`src/rtl/pgwr_pkg.sv`:
```
package pgwr_pkg;
  typedef struct packed {
    logic loadStart;
    logic store;
    logic skip;
    logic scanStep;
    logic clrAll;
  } ctrl_t;

  typedef enum logic [1:0] {
    ST_IDLE,
    ST_FILL,
    ST_COMMIT
  } state_t;
endpackage

```
`src/rtl/pgwr_ctrl.sv`:
```
module pgwr_ctrl
  import pgwr_pkg::*;
(
  input  logic  clk,
  input  logic  rstN,
  input  logic  pageStart,
  input  logic  byteValid,
  input  logic  wrInhibit,
  input  logic  stopStrobe,
  input  logic  scanLast,
  output ctrl_t ctrl,
  output logic  busy,
  output logic  byteAck
);
  state_t state, nxtState;

  always_ff @(posedge clk or negedge rstN) begin
    if (!rstN) state <= ST_IDLE;
    else       state <= nxtState;
  end

  always_comb begin
    ctrl     = '0;
    nxtState = state;
    case (state)
      ST_IDLE: begin
        if (pageStart) begin
          ctrl.loadStart = 1'b1;
          nxtState       = ST_FILL;
        end
      end
      ST_FILL: begin
        if (pageStart) begin
          ctrl.loadStart = 1'b1;
        end else if (stopStrobe) begin
          nxtState = ST_COMMIT;
        end else if (byteValid) begin
          if (wrInhibit) ctrl.skip  = 1'b1;
          else           ctrl.store = 1'b1;
        end
      end
      ST_COMMIT: begin
        ctrl.scanStep = 1'b1;
        if (scanLast) begin
          ctrl.clrAll = 1'b1;
          nxtState    = ST_IDLE;
        end
      end
      default: nxtState = ST_IDLE;
    endcase
  end

  assign busy    = (state == ST_COMMIT);
  assign byteAck = ctrl.store;

  // STOP during an open transfer starts the commit on the next cycle
  a_r6_busy_after_stop: assert property (@(posedge clk) disable iff (!rstN)
    (state == ST_FILL && stopStrobe && !pageStart) |=> busy);

  // no byte is accepted while committing
  a_r10_no_ack_busy: assert property (@(posedge clk) disable iff (!rstN)
    busy |-> !byteAck);

  // at most one datapath action per cycle
  a_r5_one_action: assert property (@(posedge clk) disable iff (!rstN)
    $onehot0({ctrl.loadStart, ctrl.store, ctrl.skip, ctrl.scanStep}));
endmodule

```
`src/rtl/pgwr_data.sv`:
```
module pgwr_data
  import pgwr_pkg::*;
#(
  parameter int ADDR_W = 13,
  parameter int COL_W  = 5,
  parameter int DATA_W = 8
) (
  input  logic              clk,
  input  logic              rstN,
  input  ctrl_t             ctrl,
  input  logic [ADDR_W-1:0] startAddr,
  input  logic [DATA_W-1:0] byteData,
  output logic              scanLast,
  output logic              memWe,
  output logic [ADDR_W-1:0] memAddr,
  output logic [DATA_W-1:0] memWdata
);
  localparam int ROW_W = ADDR_W - COL_W;
  localparam int DEPTH = 1 << COL_W;

  logic [ROW_W-1:0]  rowBase;
  logic [COL_W-1:0]  col;
  logic [COL_W-1:0]  scanIdx;
  logic [DEPTH-1:0]  flags;
  logic [DATA_W-1:0] bufMem [DEPTH];

  always_ff @(posedge clk or negedge rstN) begin
    if (!rstN) begin
      rowBase <= '0;
      col     <= '0;
    end else if (ctrl.loadStart) begin
      rowBase <= startAddr[ADDR_W-1:COL_W];
      col     <= startAddr[COL_W-1:0];
    end else if (ctrl.store || ctrl.skip) begin
      col <= col + 1'b1;
    end
  end

  always_ff @(posedge clk or negedge rstN) begin
    if (!rstN)              scanIdx <= '0;
    else if (ctrl.scanStep) scanIdx <= scanIdx + 1'b1;
  end

  for (genvar i = 0; i < DEPTH; i++) begin : g_entry
    always_ff @(posedge clk or negedge rstN) begin
      if (!rstN) begin
        flags[i]  <= 1'b0;
        bufMem[i] <= '0;
      end else if (ctrl.loadStart || ctrl.clrAll) begin
        flags[i] <= 1'b0;
      end else if (ctrl.store && col == COL_W'(i)) begin
        flags[i]  <= 1'b1;
        bufMem[i] <= byteData;
      end
    end
  end

  assign scanLast = (scanIdx == '1);
  assign memWe    = ctrl.scanStep && flags[scanIdx];
  assign memAddr  = {rowBase, scanIdx};
  assign memWdata = bufMem[scanIdx];

  // the column wraps inside the row
  a_r3_col_wrap: assert property (@(posedge clk) disable iff (!rstN)
    (ctrl.store && col == '1) |=> (col == '0));

  // the row is frozen while bytes arrive
  a_r3_row_hold: assert property (@(posedge clk) disable iff (!rstN)
    (ctrl.store || ctrl.skip) |=> $stable(rowBase));

  // the end of a commit leaves no flag set
  a_r9_flags_clear: assert property (@(posedge clk) disable iff (!rstN)
    ctrl.clrAll |=> (flags == '0));
endmodule

```
`src/rtl/pgwr_buffer.sv`:
```
module pgwr_buffer
  import pgwr_pkg::*;
#(
  parameter int ADDR_W = 13,
  parameter int COL_W  = 5,
  parameter int DATA_W = 8
) (
  input  logic              clk,
  input  logic              rstN,
  input  logic              pageStart,
  input  logic [ADDR_W-1:0] startAddr,
  input  logic              byteValid,
  input  logic [DATA_W-1:0] byteData,
  input  logic              wrInhibit,
  input  logic              stopStrobe,
  output logic              byteAck,
  output logic              busy,
  output logic              memWe,
  output logic [ADDR_W-1:0] memAddr,
  output logic [DATA_W-1:0] memWdata
);
  ctrl_t ctrl;
  logic  scanLast;

  pgwr_ctrl u_ctrl (
    .clk        (clk),
    .rstN       (rstN),
    .pageStart  (pageStart),
    .byteValid  (byteValid),
    .wrInhibit  (wrInhibit),
    .stopStrobe (stopStrobe),
    .scanLast   (scanLast),
    .ctrl       (ctrl),
    .busy       (busy),
    .byteAck    (byteAck)
  );

  pgwr_data #(
    .ADDR_W (ADDR_W),
    .COL_W  (COL_W),
    .DATA_W (DATA_W)
  ) u_data (
    .clk       (clk),
    .rstN      (rstN),
    .ctrl      (ctrl),
    .startAddr (startAddr),
    .byteData  (byteData),
    .scanLast  (scanLast),
    .memWe     (memWe),
    .memAddr   (memAddr),
    .memWdata  (memWdata)
  );

  // array writes happen only inside a commit
  a_r7_we_in_busy: assert property (@(posedge clk) disable iff (!rstN)
    memWe |-> busy);
endmodule

```
`config.mk`:
```
export PLATFORM = sky130hd
export DESIGN_NAME = pgwr_buffer
export DESIGN_NICKNAME = d
export VERILOG_FILES = /design/src/rtl/pgwr_pkg.sv /design/src/rtl/pgwr_ctrl.sv /design/src/rtl/pgwr_data.sv /design/src/rtl/pgwr_buffer.sv
export SDC_FILE = /design/constraint.sdc
export NUM_CORES = 1
export LEC_CHECK = 0
export ABC_AREA = 1
export ABC_CLOCK_PERIOD_IN_PS = 2400
export BUFFER_PORTS_ARGS = -buffer_cell sky130_fd_sc_hd__buf_2
export CAP_MARGIN = 0
export CORE_MARGIN = 1
export CORE_UTILIZATION = 32
export DETAILED_ROUTE_END_ITERATION = 10
export PLACE_DENSITY = 0.44
export RECOVER_POWER = 25
export SETUP_SLACK_MARGIN = 0.2
export SYNTH_ARGS = -nofsm -noshare
export SYNTH_HDL_FRONTEND = slang
export SYNTH_HIERARCHICAL = 1
export SYNTH_SLANG_ARGS = --single-unit
```
`constraint.sdc`:
```
create_clock -name clk -period 2.4 [get_ports clk]
set_input_delay 0.24 -clock clk [delete_from_list [all_inputs] [get_ports clk]]
set_output_delay 0.24 -clock clk [all_outputs]
set_load 0.01 [all_outputs]
```
Word level (Yosys, flattened, before mapping):

Index checks and enable logic that the tools add are counted.

* output and inout port bits: 24
* flip-flop bits (word level): 308
* bits of input ports: 27

* muxes and demuxes: 86
* equal/unequal tests: 38
* $add $sub $neg: 2
* bitwise logic cells: 2
* order comparisons: 2
* reduce and logical (&&, ||, !) cells: 104

Operator list (count)
* $eq 5x5->1 const B: 17
* $mux 1: 70
* $reduce_bool 2->1: 33
* $reduce_and 2->1: 32
* $bmux 8 s5: 1
* $eq 5x4->1 const B: 8
* $logic_and 1x1->1: 33
* $eq 5x3->1 const B: 4
* $mux 2: 9
* $mux 8: 2
* $add 5x1->5 const B: 2
* $eq 5x2->1 const B: 2
* $mux 5: 2
* $ge 6x6->1 const B: 1
* $lt 5x6->1 const B: 1
* $ne 2x2->1 const B: 3
* $not 5->6: 1
* $pmux 2 s3: 1
* $bmux 1 s5: 1
* $eq 5x1->1 const B: 1
* $logic_not 5->1: 1
* $reduce_and 4->1: 1
* $eq 2x1->1 const B: 1
* $eq 2x2->1 const B: 1
* other kinds (5): 6

Longest topological paths before layout:

Gate-level depths: netlist of run 1.

* depth after elaboration: 8
* depth in mapped cells: 14
* depth with buffers taken out: 12

Cells and area by module:

The synthesis of run 1 kept the hierarchy.

By module, submodules not included
* pgwr_data: cells an instance 1820, area an instance 14641.5 um2, seq. area each 7657.3 um2, instances 1
* pgwr_ctrl: cells an instance 20, area an instance 137.6 um2, seq. area each 50.0 um2, instances 1

Worst setup path before layout of run 1:

OpenSTA, ideal clock, no wires.

* kind: reg2reg
* start point: register u_data.scanIdx[1]
* end point: register u_data.flags[15]
* data arrival time: 2.038 ns
* data required time: 2.262 ns
* library setup time: 0.138 ns
* clock period less this slack: 2.176 ns
* buffers on the path: 2
* setup slack: 0.224 ns
* stages on the path, launching flop included: 12
* path through: dfrtp_1 -> ha_1 -> inv_1 -> nor2_1 -> ha_1 -> inv_1 -> nor3_1 -> nor2_8 -> buf_6 -> nand3_1 -> clkbuf_1 -> o21ai_0

RTL lines
* from (decl): line pgwr_data.sv:23 `logic [COL_W-1:0] scanIdx;`
* from (signal assigned): line pgwr_data.sv:41 `else if (ctrl.scanStep) scanIdx <= scanIdx + 1'b1;`
* to (signal, indexed assignment): line pgwr_data.sv:47 `flags[i] <= 1'b0;`
* to (signal, indexed assignment): line pgwr_data.sv:50 `flags[i] <= 1'b0;`
* to (signal, indexed assignment): line pgwr_data.sv:52 `flags[i] <= 1'b1;`
* to (decl): line pgwr_data.sv:24 `logic [DEPTH-1:0] flags;`

Final worst setup path of run 1:

* start point: register u_data.scanIdx[0]
* end point: output memWdata[6]

* longest elaborated chain between the ends: 4

RTL lines
* $not 5->6 (implied by the code): line pgwr_data.sv:61 `assign memWdata = bufMem[scanIdx];`
* $bmux 8 s5: line pgwr_data.sv:61
* $mux 8 (implied by the code) (2 in series): line pgwr_data.sv:61
* to (decl): line pgwr_buffer.sv:20 `output logic [DATA_W-1:0] memWdata`

Every way passes these cells. The select of a mux whose other input is x is not followed.

==> summary.txt, run 1 <==
Outcome
  • Outcome: complete, but fails checks
  • Failing checks: capacitance limit, slew limit, setup timing

Power
  • Lkg Pwr: 0.009354 µW
  • PD cells: 998.2 nW/µm²
  • Max VDD drop: 0.4739 mV

Final layout
  • Nets: 2035
  • Most common cell after layout, fill and taps aside: nand2_1
  • Layout cells sized above 1: 0.3384
  • Layout overhead on the synthesized area: 41.77%
  • Most frequent cells in the layout: nand2_1 (344), dfrtp_1 (306), nor2_1 (214)
  • Inserted Diodes: 0
  • Fill cell count: 4506

Clocking
  • # H-tree levels: 2
  • CTS tree: built
  • CTS Sinks: 308
  • Clock latency on the worst-skew pair: 0.56 ns
  • CTS root buf: clkbuf_16
  • Clk buf depth: 3
  • Worst-path clk slew: 0.06 ns
  • Cts bufs inserted: 39

Logic synthesis
  • Post-synthesis sequential area ratio: 0.5215
  • Mux cell area share after synthesis: 0
  • Synth Warn #: 6
  • Synthesized area per cell: 8.032 µm²
  • Adder-cell area share of the yosys netlist: 0.006773
  • Unique masters post-synth: 35
  • Mapped Area: 14780 µm²
  • Seq cells post-synth: 308
  • Simple-Gate Fraction of Synth Area: 0.2512
  • Synth Area in XOR/XNOR: 0.002370
  • Commonest register cell after synthesis: dfrtp_1
  • Largest family of logic cells by synthesized area: simple AND/OR/NAND/NOR gates
  • Post-synth EDFFs: 0
  • Ys async rst share: 1.000
  • Synthesized Nets: 1875
  • Compound-cell area share of the yosys netlist: 0.1460
  • Cells after Synth: 1840

Floorplan
  • CORE AREA: 45480 µm²
  • Die Y: 216.9 µm
  • Core Rows: 78
  • I/O pins: 51
  • Starting Density: 0.3250
  • Die ar.: 47050 µm²
  • Die width: 216.9 µm

Global route
  • GR peak layer: met2
  • Total global-route track usage: 0.2364
  • M2 GR Usage: 0.3697
  • Vias in the first global route: 13130
  • Largest net degree at the start of global routing: 67
  • Initial antenna violation count: 0
  • GR met3 Demand/Resource: 0.03983
  • Global-route wire length before repair: 83.39 mm
  • Met1 Track Usage GR: 0.3299
  • Remaining global-route overflow: 0

STA
  • Slew Viols, Final: 60
  • Max Clock Freq: 363.4 MHz
  • Setup TNS: -29.24 ns
  • Period utilization: 1.147
  • Final worst-path setup slack: -0.3521 ns
  • Setup violations, final: 243
  • Crit path time final: 2.752 ns
  • Skew final: 0.02459 ns
  • Worst-Margin Slew: 1.656 ns
  • Max_slew headroom: -0.1038
  • Hold Slack: 0.04206 ns
  • RSZ-0062 raised after global routing: yes
  • Final Hold Viols: 0

Worst setup path
  • Crit path max fanout: 26
  • Worst Setup Path Type: reg -> out
  • Critical Path End Type: primary output
  • Critical path launch point type: flop
  • Worst reg2reg startpoint: u_data/scanIdx[0]
  • CP arrival: 2.51 ns
  • FF-to-FF End: u_data/bufMem[224]
  • R2R cell count: 16
  • Reg2reg setup slack: -0.21 ns
  • Required @ worst endpoint: 2.16 ns

Worst hold path
  • Hold path startpoint: pageStart
  • Hold-critical path depth: 4
  • Min-delay worst type: in -> reg
  • Worst Hold End: u_ctrl/state[1]

Route
  • WL/cell: 21.73 µm
  • Detailed Route Iter0 Violations: 1121
  • Final WL: 57.08 mm
  • Post-DRT Antenna Nets: 0
  • DRC Markers: 0
  • Vias post-DR: 13490
  • Vias per inst: 5.136
  • Pre-antenna DRT Iters: 5

Job
  • MaxCap Viol Count: 2

Place
  • Count of input and output buffers: 50
  • Worst slack, placed: -0.04004 ns
  • Gpl congestion: 0.7821
  • DP HPWL: 28.05 mm
## worst max-delay path: stages, from the launching register on
cell	delay (ns)
dfrtp_4	0.53
clkinv_8	0.12
bufbuf_16	0.32
o21ai_0	0.27
nand2_1	0.13
nand2_1	0.12
nand3_2	0.09
nor2_1	0.14
nor2_2	0.08
buf_2	0.14
## synthesized netlist by cell type, drive strengths merged (2+ instances only)
library cell / n / area, µm²
clkbuf: 57 / 221.5
buf: 63 / 479.2
a21oi: 4 / 20.02
nor3: 2 / 10.01
nand2: 546 / 2213
ha: 8 / 100.1
nand3: 74 / 385.4
o211ai: 13 / 97.59
xor2: 4 / 35.03
clkinv: 4 / 15.01
inv: 93 / 351.6
nor2: 277 / 1084
nand4: 2 / 12.51
dfrtp: 308 / 7707
o21ai: 381 / 2019
## through the flow
step                instance area, µm²  cells    util  total power (µW)
finish                           20950   2627  0.4607             20920
global route                     20950   2627  0.4607             21960
CTS                              19300   2596  0.4244             20260
detailed placement               15760   2433  0.3465             12500
global placement                 15760   2433  0.3465             12510
floorplan                        14780   1840       -              9801
## repair_timing
action                                  in CTS  in global routing
resized for setup                          320                409
gates cloned                                55                 22
endpoints found under the hold margin       61                  0
hold buffers                                12                  0
buffers inserted                            28                  9
pin swaps                                   70                 97
endpoints found under the setup margin     260                297
## kinds of logic (layout without fill, tap and decap cells)
kind of cell             after synthesis  after routing
flip-flops                           308            308
AND/OR/NAND/NOR                      902            944
adder cells (fa/ha/maj)                8              8
AO/OA/AOI/OAI                        401            401
buffers and inverters                217            362
XOR/XNOR                               4              4
## final cells by class
class | count | area, µm² | share of cell area
repair buffers | 197 | 2539 | 0.1212
multi-input cells | 1357 | 8287 | 0.3955
clock buffers | 59 | 1184 | 0.05649
well taps | 600 | 750.7 | 0.03583
inverters | 97 | 382.9 | 0.01827
flip-flops and latches | 308 | 7712 | 0.3681
clock inverters | 9 | 97.59 | 0.004658
## power by group
part | internal (µW) | switching (µW)
logic | 3460 | 5640
registers | 5580 | 321
clock network | 3600 | 2320
## registers in the layout, summed over array words and instances (netlist names)
signal,count
u_data/scanIdx,5
u_data/bufMem,256
u_data/flags,32
u_ctrl/state,2
u_data/col,5
u_data/rowBase,8
## worst max-delay path by stage
stage,from,to,slack [ns]
floorplan,u_data/scanIdx[1],u_data/flags[15],0.22
global placement,u_data/scanIdx[0],memWe,-0.04
detailed placement,u_data/scanIdx[0],memWe,-0.04
CTS,u_data/scanIdx[0],memWdata[0],-0.30
global route,u_data/scanIdx[0],memWe,-0.42
finish,u_data/scanIdx[0],memWdata[6],-0.35
## metal layers
metal | part of all wire | up-vias
li1 | - | 6320
met1 | 0.46 | 6736
met2 | 0.46 | 335
met3 | 0.048 | 101
met4 | 0.030 | 0
met5 | 0 | -
Power figures use the tool's default switching activity.
==> run 2: changes to the inputs <==
Settings changed: CORE_MARGIN 1 to not set, GPL_ROUTABILITY_DRIVEN set to 1, SYNTH_HIERARCHICAL 1 to not set.
==> summary.txt, run 2 <==
Outcome
  • Outcome: complete, but fails checks
  • Failing checks: capacitance limit, slew limit, setup timing

Worst setup path
  • Crit path max fanout: 15
  • Critical path origin: u_data.scanIdx[0]
  • Required @ worst endpoint: 2.16 ns
  • Worst Setup Path Type: reg -> out
  • Critical Path Max Stage Delay: 0.52 ns
  • Critical path launch point type: flop
  • CP arrival: 2.37 ns
  • Critical Path End Type: primary output
  • Worst reg2reg startpoint: u_data.scanIdx[1]
  • Slowest CP cell: dfrtp_4
  • CP Cell Sequence: buf_6 > clkinv_8 > buf_12 > nor2_1 > o21ai_0 > nor2_1 > nor2_4 > nor2_2 > nor2_4 > buf_6

Global route
  • Largest net degree at the start of global routing: 66
  • Total global-route track usage: 0.2217
  • Vias in the first global route: 12110
  • Remaining global-route overflow: 0
  • Global-route wire length before repair: 78.19 mm
  • Initial antenna violation count: 0

Power
  • Max VDD drop: 0.5262 mV
  • Power consumption: 17740 µW
  • Lkg Pwr: 0.008267 µW
  • PD cells: 984.9 nW/µm²

STA
  • Worst-Margin Slew: 1.873 ns
  • Setup violations, final: 9
  • Max_slew headroom: -0.2490
  • Final Hold Viols: 0
  • Skew final: 0.01146 ns
  • RSZ-0062 raised after global routing: yes
  • Crit path time final: 2.609 ns
  • Final worst-path setup slack: -0.2094 ns
  • Period utilization: 1.087
  • Slew Viols, Final: 66
  • Max Clock Freq: 383.2 MHz

Logic synthesis
  • Synth top cells by count: nand2_1 (516), o21ai_0 (320), dfrtp_1 (308)
  • Cells after Synth: 1780
  • Synthesized Nets: 1815
  • Main area contributors after synthesis: dfrtp_1 (53%), nand2_1 (13%), o21ai_0 (11%)
  • Post-synth EDFFs: 0
  • Synthesized area per cell: 8.246 µm²
  • Synth Warn #: 0
  • Area leader, netlist: dfrtp_1
  • Post-synthesis sequential area ratio: 0.5251
  • Commonest register cell after synthesis: dfrtp_1
  • Ys async rst share: 1.000
  • Seq cells post-synth: 308
  • Most used standard cell by instance count after synthesis: nand2_1
  • Area share of the largest cell type after synthesis: 0.5251
  • Unique masters post-synth: 34
  • Mapped Area: 14680 µm²

Floorplan
  • Core Rows: 78
  • Die Y: 216.2 µm
  • CORE AREA: 45280 µm²
  • I/O pins: 51
  • Starting Density: 0.3241
  • Die ar.: 46730 µm²
  • Die width: 216.2 µm

Route
  • Final WL: 51.20 mm
  • WL/cell: 20.60 µm
  • Pre-antenna DRT Iters: 5
  • Detailed Route Iter0 Violations: 1154
  • Vias post-DR: 12380
  • Post-DRT Antenna Nets: 0
  • Vias per inst: 4.982
  • DRC Markers: 0

Final layout
  • Layout cells sized above 1: 0.1705
  • Max reg flops: 256
  • Largest regs: u_data.bufMem (256), u_data.flags (32), u_data.rowBase (8)
  • Most common cell after layout, fill and taps aside: nand2_1
  • Non-filler cells in the finished layout: 2485
  • Most frequent cells in the layout: nand2_1 (491), dfrtp_1 (306), o21ai_0 (296)
  • Nets: 1897
  • Most flops, register: u_data.bufMem
  • Layout overhead on the synthesized area: 22.69%

Clocking
  • CTS tree: built
  • Worst-path clk slew: 0.06 ns
  • # H-tree levels: 2
  • Clk buf depth: 3
  • CTS root buf: clkbuf_16
  • CTS Sinks: 308
  • Cts bufs inserted: 37
  • Clock latency on the worst-skew pair: 0.54 ns

Place
  • Worst slack, placed: 0.05140 ns
  • DP HPWL: 31.05 mm
  • Gpl congestion: 0.8045
  • Count of input and output buffers: 50
  • Placed Cells: 2379

Job
  • MaxCap Viol Count: 1

Worst hold path
  • Min-delay worst type: in -> reg
  • Hold path startpoint: pageStart
[run 2: worst paths after layout]
path	end	slack (ns)	depth (start not counted)
setup / recovery	memWe	-0.21	10
hold / removal	u_data.col[2]	0.04	3
setup reg to reg	u_data.flags[16]	0.21	10
hold reg to reg	u_data.bufMem[232]	0.48	2
max in group asynchronous	u_data.bufMem[228]	0.27	3
min in group asynchronous	u_data.bufMem[87]	0.75	2
[run 2: timing repair]
action                                  in CTS  in global routing
pin swaps                                   57                 14
setup buffers                               10                  6
gates cloned                                11                  2
hold buffers                                15                  0
gates resized for setup                    117                 37
endpoints found under the setup margin      10                 71
hold endpoints to repair                    72                  0
[run 2: metal layers]
metal | share of wire | track usage | up-vias | wire, µm
li1 | - | - | 5968 | -
met1 | 0.48 | 0.3114 | 6088 | 24540
met2 | 0.46 | 0.3545 | 252 | 23650
met3 | 0.035 | 0.03032 | 73 | 1792
met4 | 0.024 | 0.06526 | 0 | 1218
met5 | 0 | 0 | - | 0
[run 2: critical path: cells and delay by family, from the launching register on]
| kind | cells | cell delay, ns |
|---|---|---|
| AND/OR/NAND/NOR | 5 | 0.56 |
| flip-flops | 1 | 0.52 |
| buffers and inverters | 4 | 0.51 |
| AO/OA/AOI/OAI | 1 | 0.23 |
[run 2: power by group]
group          switching [µW]  internal (µW)  total, µW  leakage [µW]
Clock                    2190           3100       5290      0.000543
Sequential                196           5430       5620       0.00401
Combinational            4160           2660       6820       0.00371
[run 2: cell families after synthesis]
family / Yosys count / share of synthesized area
fa+ha+maj: 8 / 0.006820
buf+inv: 243 / 0.07092
mux: 8 / 0.006138
compound gates: 403 / 0.1436
xor+xnor: 4 / 0.002387
simple gates: 806 / 0.2451
flops: 308 / 0.5251
[run 2: cell type report]
cell class	count	area, µm²
flip-flops and latches	308	7715
clock inverters	2	10.01
fillers	4672	27270
inverters	129	513.0
clock buffers	58	1095
diodes	2	5.005
repair buffers	157	1674
well taps	600	750.7
multi-input cells	1229	6246
[run 2: per-stage QoR]
stage	TNS, ns	hold slack (ns)	util	area (µm²)
after CTS	-1.616	0.01274	0.3934	17810
final	-1.537	0.03832	0.3977	18010
after global placement	0	0.2615	0.3478	15750
after global routing	-5.482	0.03107	0.3976	18000
after floorplan	0	-0.05559	-	14680
after detailed placement	0	0.2624	0.3478	15750
==> run 3: changes to the inputs <==
Settings changed: SETUP_SLACK_MARGIN 0.2 to not set.
==> summary.txt, run 3 (synthesis gave the netlist of run 2 again) <==
Outcome
  • Outcome: complete, but fails checks
  • Failing checks: capacitance limit, slew limit, setup timing

Worst setup path
  • Critical Path Max Stage Delay: 0.52 ns
  • CP arrival: 2.35 ns
  • R2R cell count: 9
  • Critical path buffer and inverter count: 4
  • Critical Path End Type: primary output
  • Worst Setup Path Type: reg -> out
  • Worst path depth: 9
  • Crit path max fanout: 38
  • Most frequent cell on the critical path: nand2_2
  • Slowest CP cell: dfrtp_4
  • Critical path launch point type: flop
  • Top Family by Delay on Critical Path: flip-flops
  • CP Cell Sequence: buf_12 > buf_16 > o211ai_1 > nand3_1 > nand3_2 > nand2_2 > nand2_2 > inv_1 > buf_2
  • Required @ worst endpoint: 2.16 ns

Global route
  • Initial antenna violation count: 0
  • GR peak layer: met2
  • Total global-route track usage: 0.2217
  • Vias in the first global route: 12110
  • Largest net degree at the start of global routing: 66
  • GR met3 Demand/Resource: 0.03032
  • Global-route wire length before repair: 78.17 mm
  • Met1 Track Usage GR: 0.3114
  • M2 GR Usage: 0.3545
  • Remaining global-route overflow: 0

Power
  • Sw Share: 0.3676
  • Internal power: 11140 µW
  • Lkg Pwr: 0.008237 µW
  • Sequential fraction of design power: 0.320
  • PD cells: 984.0 nW/µm²
  • Combinational Power Share: 0.379
  • Max VDD drop: 0.5267 mV
  • Psw: 6474 µW
  • Clk pwr share: 0.301

Final layout
  • Most frequent cells in the layout: nand2_1 (493), dfrtp_1 (306), o21ai_0 (297)
  • Nets: 1894
  • Most flops, register: u_data.bufMem
  • Layout cells sized above 1: 0.1633
  • Layout overhead on the synthesized area: 21.93%
  • Register area: 7715 µm²
  • Max reg flops: 256
  • Most common cell after layout, fill and taps aside: nand2_1
  • Design Area, Final: 17900 µm²
  • Fill cell count: 4690
  • Multi-input gate area: 6216 µm²
  • Largest regs: u_data.bufMem (256), u_data.flags (32), u_data.rowBase (8)
  • Final Util: 0.3952

STA
  • Max Clock Freq: 386.2 MHz
  • Crit path time final: 2.589 ns
  • Final worst-path setup slack: -0.1895 ns
  • Max_slew headroom: -0.2602
  • Period utilization: 1.079
  • Worst-Margin Slew: 1.890 ns
  • RSZ-0062 raised after global routing: yes
  • Setup violations, final: 9
  • Final Hold Viols: 0
  • Slew Viols, Final: 66
  • Skew final: 0.01067 ns

Place
  • Gpl congestion: 0.8045
  • Count of input and output buffers: 50
  • Post-DP Area: 15750 µm²
  • DP HPWL: 31.05 mm

Route
  • Detailed Route Iter0 Violations: 1180
  • Post-DRT Antenna Nets: 0
  • Pre-antenna DRT Iters: 7
  • WL/cell: 20.36 µm
  • Vias per inst: 4.967
  • DRC Markers: 0
  • Final WL: 50.53 mm
  • Vias post-DR: 12330

Worst hold path
  • Hold-critical path depth: 3
  • Min-delay worst type: in -> reg

Clocking
  • CTS tree: built
  • Clock latency on the worst-skew pair: 0.54 ns
  • Clk buf depth: 3
  • Worst-path clk slew: 0.06 ns
  • CTS Sinks: 308
  • CTS root buf: clkbuf_16
  • # H-tree levels: 2
  • Cts bufs inserted: 37

Floorplan
  • Core Rows: 78
  • I/O pins: 51
  • Starting Density: 0.3241
  • CORE AREA: 45280 µm²
  • Die Y: 216.2 µm
  • Die ar.: 46730 µm²
  • Die width: 216.2 µm

Job
  • MaxCap Viol Count: 1
[run 3: repair_timing]
item | 4_1_cts | 5_1_grt
cloned | 11 | 0
hold buffers | 15 | 0
buffers inserted | 8 | 7
pin swaps | 56 | 14
setup endpoints to repair | 9 | 27
gates resized for setup | 117 | 22
hold endpoints to repair | 72 | 0
[run 3: worst min-delay path: cells and delay by family]
family                 cells  cell delay, ns
buffers and inverters      1            0.13
and+or+nand+nor            1            0.10
AOI/OAI and AO/OA          1            0.08
[run 3: final timing paths]
path                                     from  slack, ns                 end
max                         u_data.scanIdx[0]      -0.19         memWdata[2]
min                                 pageStart       0.05       u_data.col[2]
max reg2reg                 u_data.scanIdx[1]       0.29    u_data.flags[23]
min reg2reg                u_data.bufMem[224]       0.48  u_data.bufMem[224]
max in group asynchronous                rstN       0.25  u_data.bufMem[228]
min in group asynchronous                rstN       0.76   u_data.bufMem[87]
[run 3: area by class of cell]
cell class                      count  share of cell area
Timing Repair Buffer              154             0.08942
Clock inverter                      2           0.0005593
Antenna cell                        2           0.0002796
Sequential cell                   308              0.4311
Multi-Input combinational cell   1229              0.3473
Tap cell                          600             0.04195
Clock buffer                       58             0.06117
Inverter                          129             0.02824
[run 3: routing by layer]
| metal | part of all wire | wire length (µm) |
|---|---|---|
| met3 | 0.041 | 2081 |
| met2 | 0.46 | 23300 |
| met1 | 0.48 | 24010 |
| met5 | 0 | 0 |
| met4 | 0.023 | 1139 |
[run 3: power groups by stage]
| stage | clock network [µW] | registers, µW | logic, µW |
|---|---|---|---|
| after global placement | 0 | 5720 | 5040 |
| after global routing | 5650 | 5660 | 7210 |
| after detailed placement | 0 | 5730 | 5000 |
| after floorplan | 0 | 5650 | 3020 |
| after CTS | 5440 | 5620 | 6610 |
| final | 5300 | 5640 | 6680 |
[run 3: through the flow]
stage / power [µW] / setup slack [ns] / hold WS [ns] / std cells / setup TNS, ns
4_1_cts: 17670 / -0.2178 / 0.01274 / 2473 / -1.616
5_1_grt: 18520 / -0.2650 / 0.03107 / 2480 / -5.427
3_3_place_gp: 10750 / 0.06919 / 0.2615 / 2379 / 0
2_1_floorplan: 8671 / 0.5043 / -0.05559 / 1780 / 0
6_report: 17610 / -0.1895 / 0.04568 / 2482 / -1.446
3_5_place_dp: 10730 / 0.05140 / 0.2624 / 2379 / 0
